==> src/rtl/dpt_pkg.sv <==
package dpt_pkg;
  typedef enum logic [2:0] {
    OP_IDLE = 3'd0,
    OP_ALU  = 3'd1,
    OP_LD   = 3'd2,
    OP_LDS  = 3'd3,
    OP_CHK  = 3'd4
  } op_e;

  typedef struct packed {
    logic we;
    logic wpoison;
    logic exc;
    logic chk_hit;
  } issue_t;
endpackage

==> src/rtl/dpt_issue.sv <==
module dpt_issue
  import dpt_pkg::*;
(
  input  logic       valid_i,
  input  logic [2:0] op_i,
  input  logic       src1_p_i,
  input  logic       src2_p_i,
  input  logic       use_rs2_i,
  input  logic       fault_i,
  output issue_t     iss_o
);
  logic taint;
  assign taint = src1_p_i | (use_rs2_i & src2_p_i);

  always_comb begin
    iss_o = '0;
    if (valid_i) begin
      unique case (op_i)
        OP_ALU, OP_LD: begin
          if (taint) begin
            iss_o.we      = 1'b1;
            iss_o.wpoison = 1'b1;
          end else if (fault_i) begin
            iss_o.exc = 1'b1;
          end else begin
            iss_o.we = 1'b1;
          end
        end
        OP_LDS: begin
          iss_o.we      = 1'b1;
          iss_o.wpoison = taint | fault_i;
        end
        OP_CHK:  iss_o.chk_hit = src1_p_i;
        default: iss_o = '0;
      endcase
    end
  end
endmodule

==> src/rtl/dpt_poison_file.sv <==
module dpt_poison_file #(
  parameter int NUM_REGS = 16,
  localparam int IDX_W = $clog2(NUM_REGS)
) (
  input  logic                clk_i,
  input  logic                rst_ni,
  input  logic                we_i,
  input  logic [IDX_W-1:0]    widx_i,
  input  logic                wval_i,
  input  logic [IDX_W-1:0]    ridx1_i,
  input  logic [IDX_W-1:0]    ridx2_i,
  output logic                rval1_o,
  output logic                rval2_o,
  output logic [NUM_REGS-1:0] state_o
);
  logic [NUM_REGS-1:0] tok_q;

  assign tok_q[0] = 1'b0;  // hard-wired clean

  for (genvar g = 1; g < NUM_REGS; g++) begin : g_tok
    always_ff @(posedge clk_i or negedge rst_ni) begin
      if (!rst_ni)                                tok_q[g] <= 1'b0;
      else if (we_i && widx_i == IDX_W'(g))        tok_q[g] <= wval_i;
    end
  end

  assign rval1_o = tok_q[ridx1_i];
  assign rval2_o = tok_q[ridx2_i];
  assign state_o = tok_q;

  AST_WRITE_LANDS: assert property (@(posedge clk_i) disable iff (!rst_ni)
    (we_i && widx_i != '0) |=> state_o[$past(widx_i)] == $past(wval_i));
endmodule

==> src/rtl/dpt_result_reg.sv <==
module dpt_result_reg
  import dpt_pkg::*;
#(
  parameter int IDX_W  = 4,
  parameter int DATA_W = 32,
  parameter int TGT_W  = 32
) (
  input  logic              clk_i,
  input  logic              rst_ni,
  input  issue_t            iss_i,
  input  logic [IDX_W-1:0]  rd_i,
  input  logic [DATA_W-1:0] data_i,
  input  logic [TGT_W-1:0]  tgt_i,
  output logic              wr_en_o,
  output logic [IDX_W-1:0]  wr_idx_o,
  output logic [DATA_W-1:0] wr_data_o,
  output logic              wr_poison_o,
  output logic              exc_o,
  output logic              redir_o,
  output logic [TGT_W-1:0]  redir_tgt_o
);
  always_ff @(posedge clk_i or negedge rst_ni) begin
    if (!rst_ni) begin
      wr_en_o     <= 1'b0;
      wr_idx_o    <= '0;
      wr_data_o   <= '0;
      wr_poison_o <= 1'b0;
      exc_o       <= 1'b0;
      redir_o     <= 1'b0;
      redir_tgt_o <= '0;
    end else begin
      wr_en_o     <= iss_i.we;
      wr_idx_o    <= iss_i.we ? rd_i : '0;
      wr_data_o   <= iss_i.we ? data_i : '0;
      wr_poison_o <= iss_i.we & iss_i.wpoison & (rd_i != '0);
      exc_o       <= iss_i.exc;
      redir_o     <= iss_i.chk_hit;
      redir_tgt_o <= iss_i.chk_hit ? tgt_i : '0;
    end
  end

  AST_EXC_NO_WRITE: assert property (@(posedge clk_i) disable iff (!rst_ni)
    exc_o |-> !wr_en_o);
  AST_TGT_QUIET: assert property (@(posedge clk_i) disable iff (!rst_ni)
    !redir_o |-> redir_tgt_o == '0);
endmodule

==> src/rtl/deferred_poison_tracker.sv <==
module deferred_poison_tracker
  import dpt_pkg::*;
#(
  parameter int NUM_REGS = 16,
  parameter int DATA_W   = 32,
  parameter int TGT_W    = 32,
  localparam int IDX_W   = $clog2(NUM_REGS)
) (
  input  logic                clk_i,
  input  logic                rst_ni,
  input  logic                valid_i,
  input  logic [2:0]          op_i,
  input  logic [IDX_W-1:0]    rs1_i,
  input  logic [IDX_W-1:0]    rs2_i,
  input  logic                use_rs2_i,
  input  logic [IDX_W-1:0]    rd_i,
  input  logic                fault_i,
  input  logic [DATA_W-1:0]   data_i,
  input  logic [TGT_W-1:0]    tgt_i,
  output logic [NUM_REGS-1:0] poison_o,
  output logic                wr_en_o,
  output logic [IDX_W-1:0]    wr_idx_o,
  output logic [DATA_W-1:0]   wr_data_o,
  output logic                wr_poison_o,
  output logic                exc_o,
  output logic                redir_o,
  output logic [TGT_W-1:0]    redir_tgt_o
);
  logic   p1, p2;
  issue_t iss;

  dpt_poison_file #(.NUM_REGS(NUM_REGS)) u_pf (
    .clk_i   (clk_i),
    .rst_ni  (rst_ni),
    .we_i    (iss.we),
    .widx_i  (rd_i),
    .wval_i  (iss.wpoison),
    .ridx1_i (rs1_i),
    .ridx2_i (rs2_i),
    .rval1_o (p1),
    .rval2_o (p2),
    .state_o (poison_o)
  );

  dpt_issue u_iss (
    .valid_i   (valid_i),
    .op_i      (op_i),
    .src1_p_i  (p1),
    .src2_p_i  (p2),
    .use_rs2_i (use_rs2_i),
    .fault_i   (fault_i),
    .iss_o     (iss)
  );

  dpt_result_reg #(.IDX_W(IDX_W), .DATA_W(DATA_W), .TGT_W(TGT_W)) u_res (
    .clk_i       (clk_i),
    .rst_ni      (rst_ni),
    .iss_i       (iss),
    .rd_i        (rd_i),
    .data_i      (data_i),
    .tgt_i       (tgt_i),
    .wr_en_o     (wr_en_o),
    .wr_idx_o    (wr_idx_o),
    .wr_data_o   (wr_data_o),
    .wr_poison_o (wr_poison_o),
    .exc_o       (exc_o),
    .redir_o     (redir_o),
    .redir_tgt_o (redir_tgt_o)
  );

  AST_LDS_SILENT: assert property (@(posedge clk_i) disable iff (!rst_ni)
    (valid_i && op_i == 3'd3) |=> !exc_o);
  AST_LDS_FAULT_MARKS: assert property (@(posedge clk_i) disable iff (!rst_ni)
    (valid_i && op_i == 3'd3 && fault_i && rd_i != '0) |=> poison_o[$past(rd_i)]);
  AST_TAINT_FLOWS: assert property (@(posedge clk_i) disable iff (!rst_ni)
    (valid_i && op_i == 3'd1 && rd_i != '0 && (poison_o[rs1_i] || (use_rs2_i && poison_o[rs2_i])))
      |=> (poison_o[$past(rd_i)] && !exc_o));
  AST_REDIR_CAUSE: assert property (@(posedge clk_i) disable iff (!rst_ni)
    redir_o |-> $past(valid_i && op_i == 3'd4 && poison_o[rs1_i]));
  AST_R0_CLEAN: assert property (@(posedge clk_i) disable iff (!rst_ni)
    (wr_en_o && wr_idx_o == '0) |-> !wr_poison_o);
  AST_IDLE_HOLDS: assert property (@(posedge clk_i) disable iff (!rst_ni)
    !valid_i |=> ($stable(poison_o) && !redir_o && !exc_o && !wr_en_o));
endmodule

==> config.mk <==
export PLATFORM = sky130hd
export DESIGN_NAME = deferred_poison_tracker
export DESIGN_NICKNAME = d
export VERILOG_FILES = /design/src/rtl/dpt_pkg.sv /design/src/rtl/dpt_issue.sv /design/src/rtl/dpt_poison_file.sv /design/src/rtl/dpt_result_reg.sv /design/src/rtl/deferred_poison_tracker.sv
export SDC_FILE = /design/constraint.sdc
export NUM_CORES = 1
export LEC_CHECK = 0
export ABC_CLOCK_PERIOD_IN_PS = 3200
export BUFFER_PORTS_ARGS = -buffer_cell sky130_fd_sc_hd__clkbuf_2
export CAP_MARGIN = 10
export CORE_ASPECT_RATIO = 2
export CORE_MARGIN = 4
export CORE_UTILIZATION = 35
export DETAILED_ROUTE_END_ITERATION = 6
export RECOVER_POWER = 100
export SLEW_MARGIN = 20
export SYNTH_ARGS = -nofsm -noshare
export SYNTH_HDL_FRONTEND = slang
export SYNTH_SLANG_ARGS = --single-unit
==> constraint.sdc <==
create_clock -name clk_i -period 3.2 [get_ports clk_i]
set_input_delay 0.16 -clock clk_i [delete_from_list [all_inputs] [get_ports clk_i]]
set_output_delay 0.16 -clock clk_i [all_outputs]
set_load 0.1 [all_outputs]
==> results.tsv <==
stage	metric	value	unit
power	Cell Pwr Density	614	nW/um^2
clock_tree	CTS tree	built	
clock_tree	depth of the CTS H-tree	3	
timing	RSZ-0062 raised after global routing	no	
worst_setup_path	startpoint types	flip-flop	
hold_path	Min-Delay Startpoint	data_i[8]	
yosys	syn_nets	373	
global_routing	total track usage	16.0	%
power	P_sw	0.929	mW
drt	DRT antenna net count	0	
yosys	area leader, netlist	dfrtp_1	
drt	iteration count of the initial detailed-routing pass	4	
clock_tree	clk slew on worst S/H paths	0.06	ns
timing	worst-margin pin slew	2.11	ns
timing	final hold vios	0	
global_routing	met3 usage	2.65	%
timing	Final Max Slew Viols	88	
yosys	Post-synth top flop	dfrtp_1	
die	Die H	150	microns
power	clock share of power	38.1	%
drt	WL final	9.41	mm
timing	crit path time final	2.81	ns
global_routing	grt peak-use layer	met2	
clock_tree	Longest Clk Path Bufs	2	
drt	Detailed Route Iter0 Violations	98	
die	row count	51	
timing	# setup viols final	0	
power	leak pwr	2.30	nW
die	Core Area	9760	sq um
worst_setup_path	Setup CP Type	reg -> reg	
drt	wire per inst	15.8	microns
finish	fin nets	541	
power	Pwr Total	2.84	mW
global_routing	met1 capacity usage during global routing	16.5	%
power	P_int	1.92	mW
yosys	number of flops mapped to enable cells by yosys	0	
placement	IO buf count	170	
drt	DRC	0	
finish	area of the multi-input gates	1200	sq um
yosys	most frequent cell after synthesis	dfrtp_1	
finish	share of post-route cells with drive strength above 1	27.1	%
power	power share of the combinational group	20.6	%
global_routing	initial antenna violation count	0	
finish	register area	2180	sq um
power	peak supply drop	0.000371	V
timing	Fin Setup TNS	0	ns
global_routing	GRT overflow	0	
status	failing checks	capacitance limit, slew limit	
global_routing	met2 usage	29.9	%
drt	via count	2753	
global_routing	number of global-route vias before repair	2808	
clock_tree	Clock Latency Late Sink	0.33	ns
clock_tree	CTS sink count	87	
yosys	synth cell count leaders	87 x dfrtp_1, 38 x nand2_1, 37 x nor2_1, 32 x and2_1, 15 x mux2_2	
placement	GP Congestion	0.792	
global_routing	first-pass GRT wire length	14.2	mm
global_routing	largest net degree at the start of global routing	88	
die	Die Width	78.8	microns
worst_setup_path	Worst EP required	3.38	ns
worst_setup_path	worst-path maximum fanout	37	
worst_setup_path	CP Data Arrival Time	2.99	ns
yosys	Seq/Total Area, Yosys	62.0	%
finish	Diodes inserted	0	
timing	Setup Skew	0.00583	ns
yosys	Netlist Area Pre-Place	3510	sq um
worst_setup_path	Crit. End Element	flip-flop	
worst_setup_path	Worst Setup SP	u_pf.state_o[6]	
yosys	synth warn	0	
yosys	share of the synthesized area in the top cell type	62.0	%
die	Ports	172	
finish	Synth-to-Final Area Change	32.0	%
yosys	Synth async-reset ratio	100	%
status	status	finished, violations left	
clock_tree	CTS Buf Count	9	
finish	Fillers	1009	
clock_tree	# Post-CTS Setup Buffers	0	
timing	fin crit share	87.7	%
yosys	Avg Cell Area, Syn	12.1	sq um
clock_tree	clk root buf	clkbuf_16	
yosys	synthesized flop and latch total	87	
clock_tree	cts hold-fix bufs	0	
power	Sequential Power Share	41.3	%
yosys	Syn Inst Count	289	
yosys	count of cell types in the netlist	37	
die	starting density of the core	35.9	%
timing	fmax	0.356	GHz
clock_tree	# resized after CTS	0	
hold_path	Hold Path Class	in -> reg	
power	switching portion of total power	32.7	%
worst_setup_path	Reg-to-Reg Start	u_pf.state_o[6]	
timing	Max-slew headroom	-41.0	%
placement	Post-DP HPWL	7.20	mm
drt	vias per inst	4.63	
yosys	ranking of synthesized cells by area	dfrtp_1 62%, and2_1 5.7%, mux2_2 4.8%, nand2_1 4.1%, nor2_1 4.0%	
job	number of max-cap violations	1	
die	die area	11800	sq um
[per-stage QoR]
stage	setup WS (ns)	cells	hold WS, ns	cell area (sq um)	utilization, %
2_1_floorplan	0.395	289	-0.136	3510	-
3_3_place_gp	0.624	577	0.356	4450	45.6
3_5_place_dp	0.531	577	0.359	4450	45.6
4_1_cts	0.518	593	0.00294	4770	48.9
5_1_grt	0.203	594	0.0140	4630	47.5
6_report	0.394	594	0.0143	4630	47.5
[final timing paths]
path / to / slack [ns] / cells after the start
max in group asynchronous: u_res.wr_data_o[21] / 0.98 / 2
worst min-delay path: u_res.wr_data_o[8] / 0.01 / 3
worst min register to register: u_pf.state_o[9] / 0.56 / 1
worst max register to register: u_res.wr_idx_o[1] / 0.39 / 6
worst max-delay path: u_res.wr_idx_o[1] / 0.39 / 6
min in group asynchronous: u_res.redir_tgt_o[5] / 0.98 / 2
[cells by family after synthesis]
kind of cell / count (synthesis) / share of synthesized area (%)
and+or+nand+nor: 142 / 20.4
DFF: 87 / 62.0
muxes: 29 / 10.7
buffers and inverters: 19 / 3.07
AOI/OAI and AO/OA: 9 / 3.14
adders and majority gates: 1 / 0.321
other: 1 / 0.107
xor gates and xnor gates: 1 / 0.250
[routing by layer]
layer	part of all wire (%)	wire length (microns)
met4	3.1	289
met1	35	3250
met2	56	5290
met5	0	0
met3	6.2	587
[power by group through the flow]
stage	logic, mW	clock network [mW]	registers [mW]
final	0.587	1.08	1.17
after global routing	0.617	1.17	1.18
after CTS	0.613	1.12	1.18
after detailed placement	0.611	0	1.20
after global placement	0.608	0	1.19
after floorplan	0.153	0	1.50
[registers in the layout, summed over array words and instances, names as in the netlist]
signal,cells
u_pf.state_o,15
u_res.wr_en_o,1
u_res.wr_poison_o,1
u_res.redir_tgt_o,32
u_res.wr_data_o,32
u_res.redir_o,1
u_res.wr_idx_o,4
u_res.exc_o,1
[placed cells by master, fill, tap and decap left out, drive strengths merged, types with 5 or more instances in the layout]
cell type  count
nor4           8
nor3          10
nor2          37
nand2         38
dfrtp         87
mux2i         10
and2          32
inv            5
mux2          15
clkbuf       182
[cell type report]
type | instances | area share [%]
tap | 132 | 3.56
clock buffer | 11 | 5.45
timing repair buffer | 173 | 16.5
sequential | 87 | 47.0
clock inverter | 5 | 1.38
inverter | 3 | 0.243
multi-input combinational | 183 | 25.9
[critical path: stages, from the launching register on]
cell and delay (ns):
dfrtp_1 0.43, mux4_2 0.49, mux2i_2 0.22, mux2i_4 0.15, nor4b_1 0.49, maj3_2 0.75
nor3_1 0.11
No activity file was read; power rests on OpenSTA's default activity.
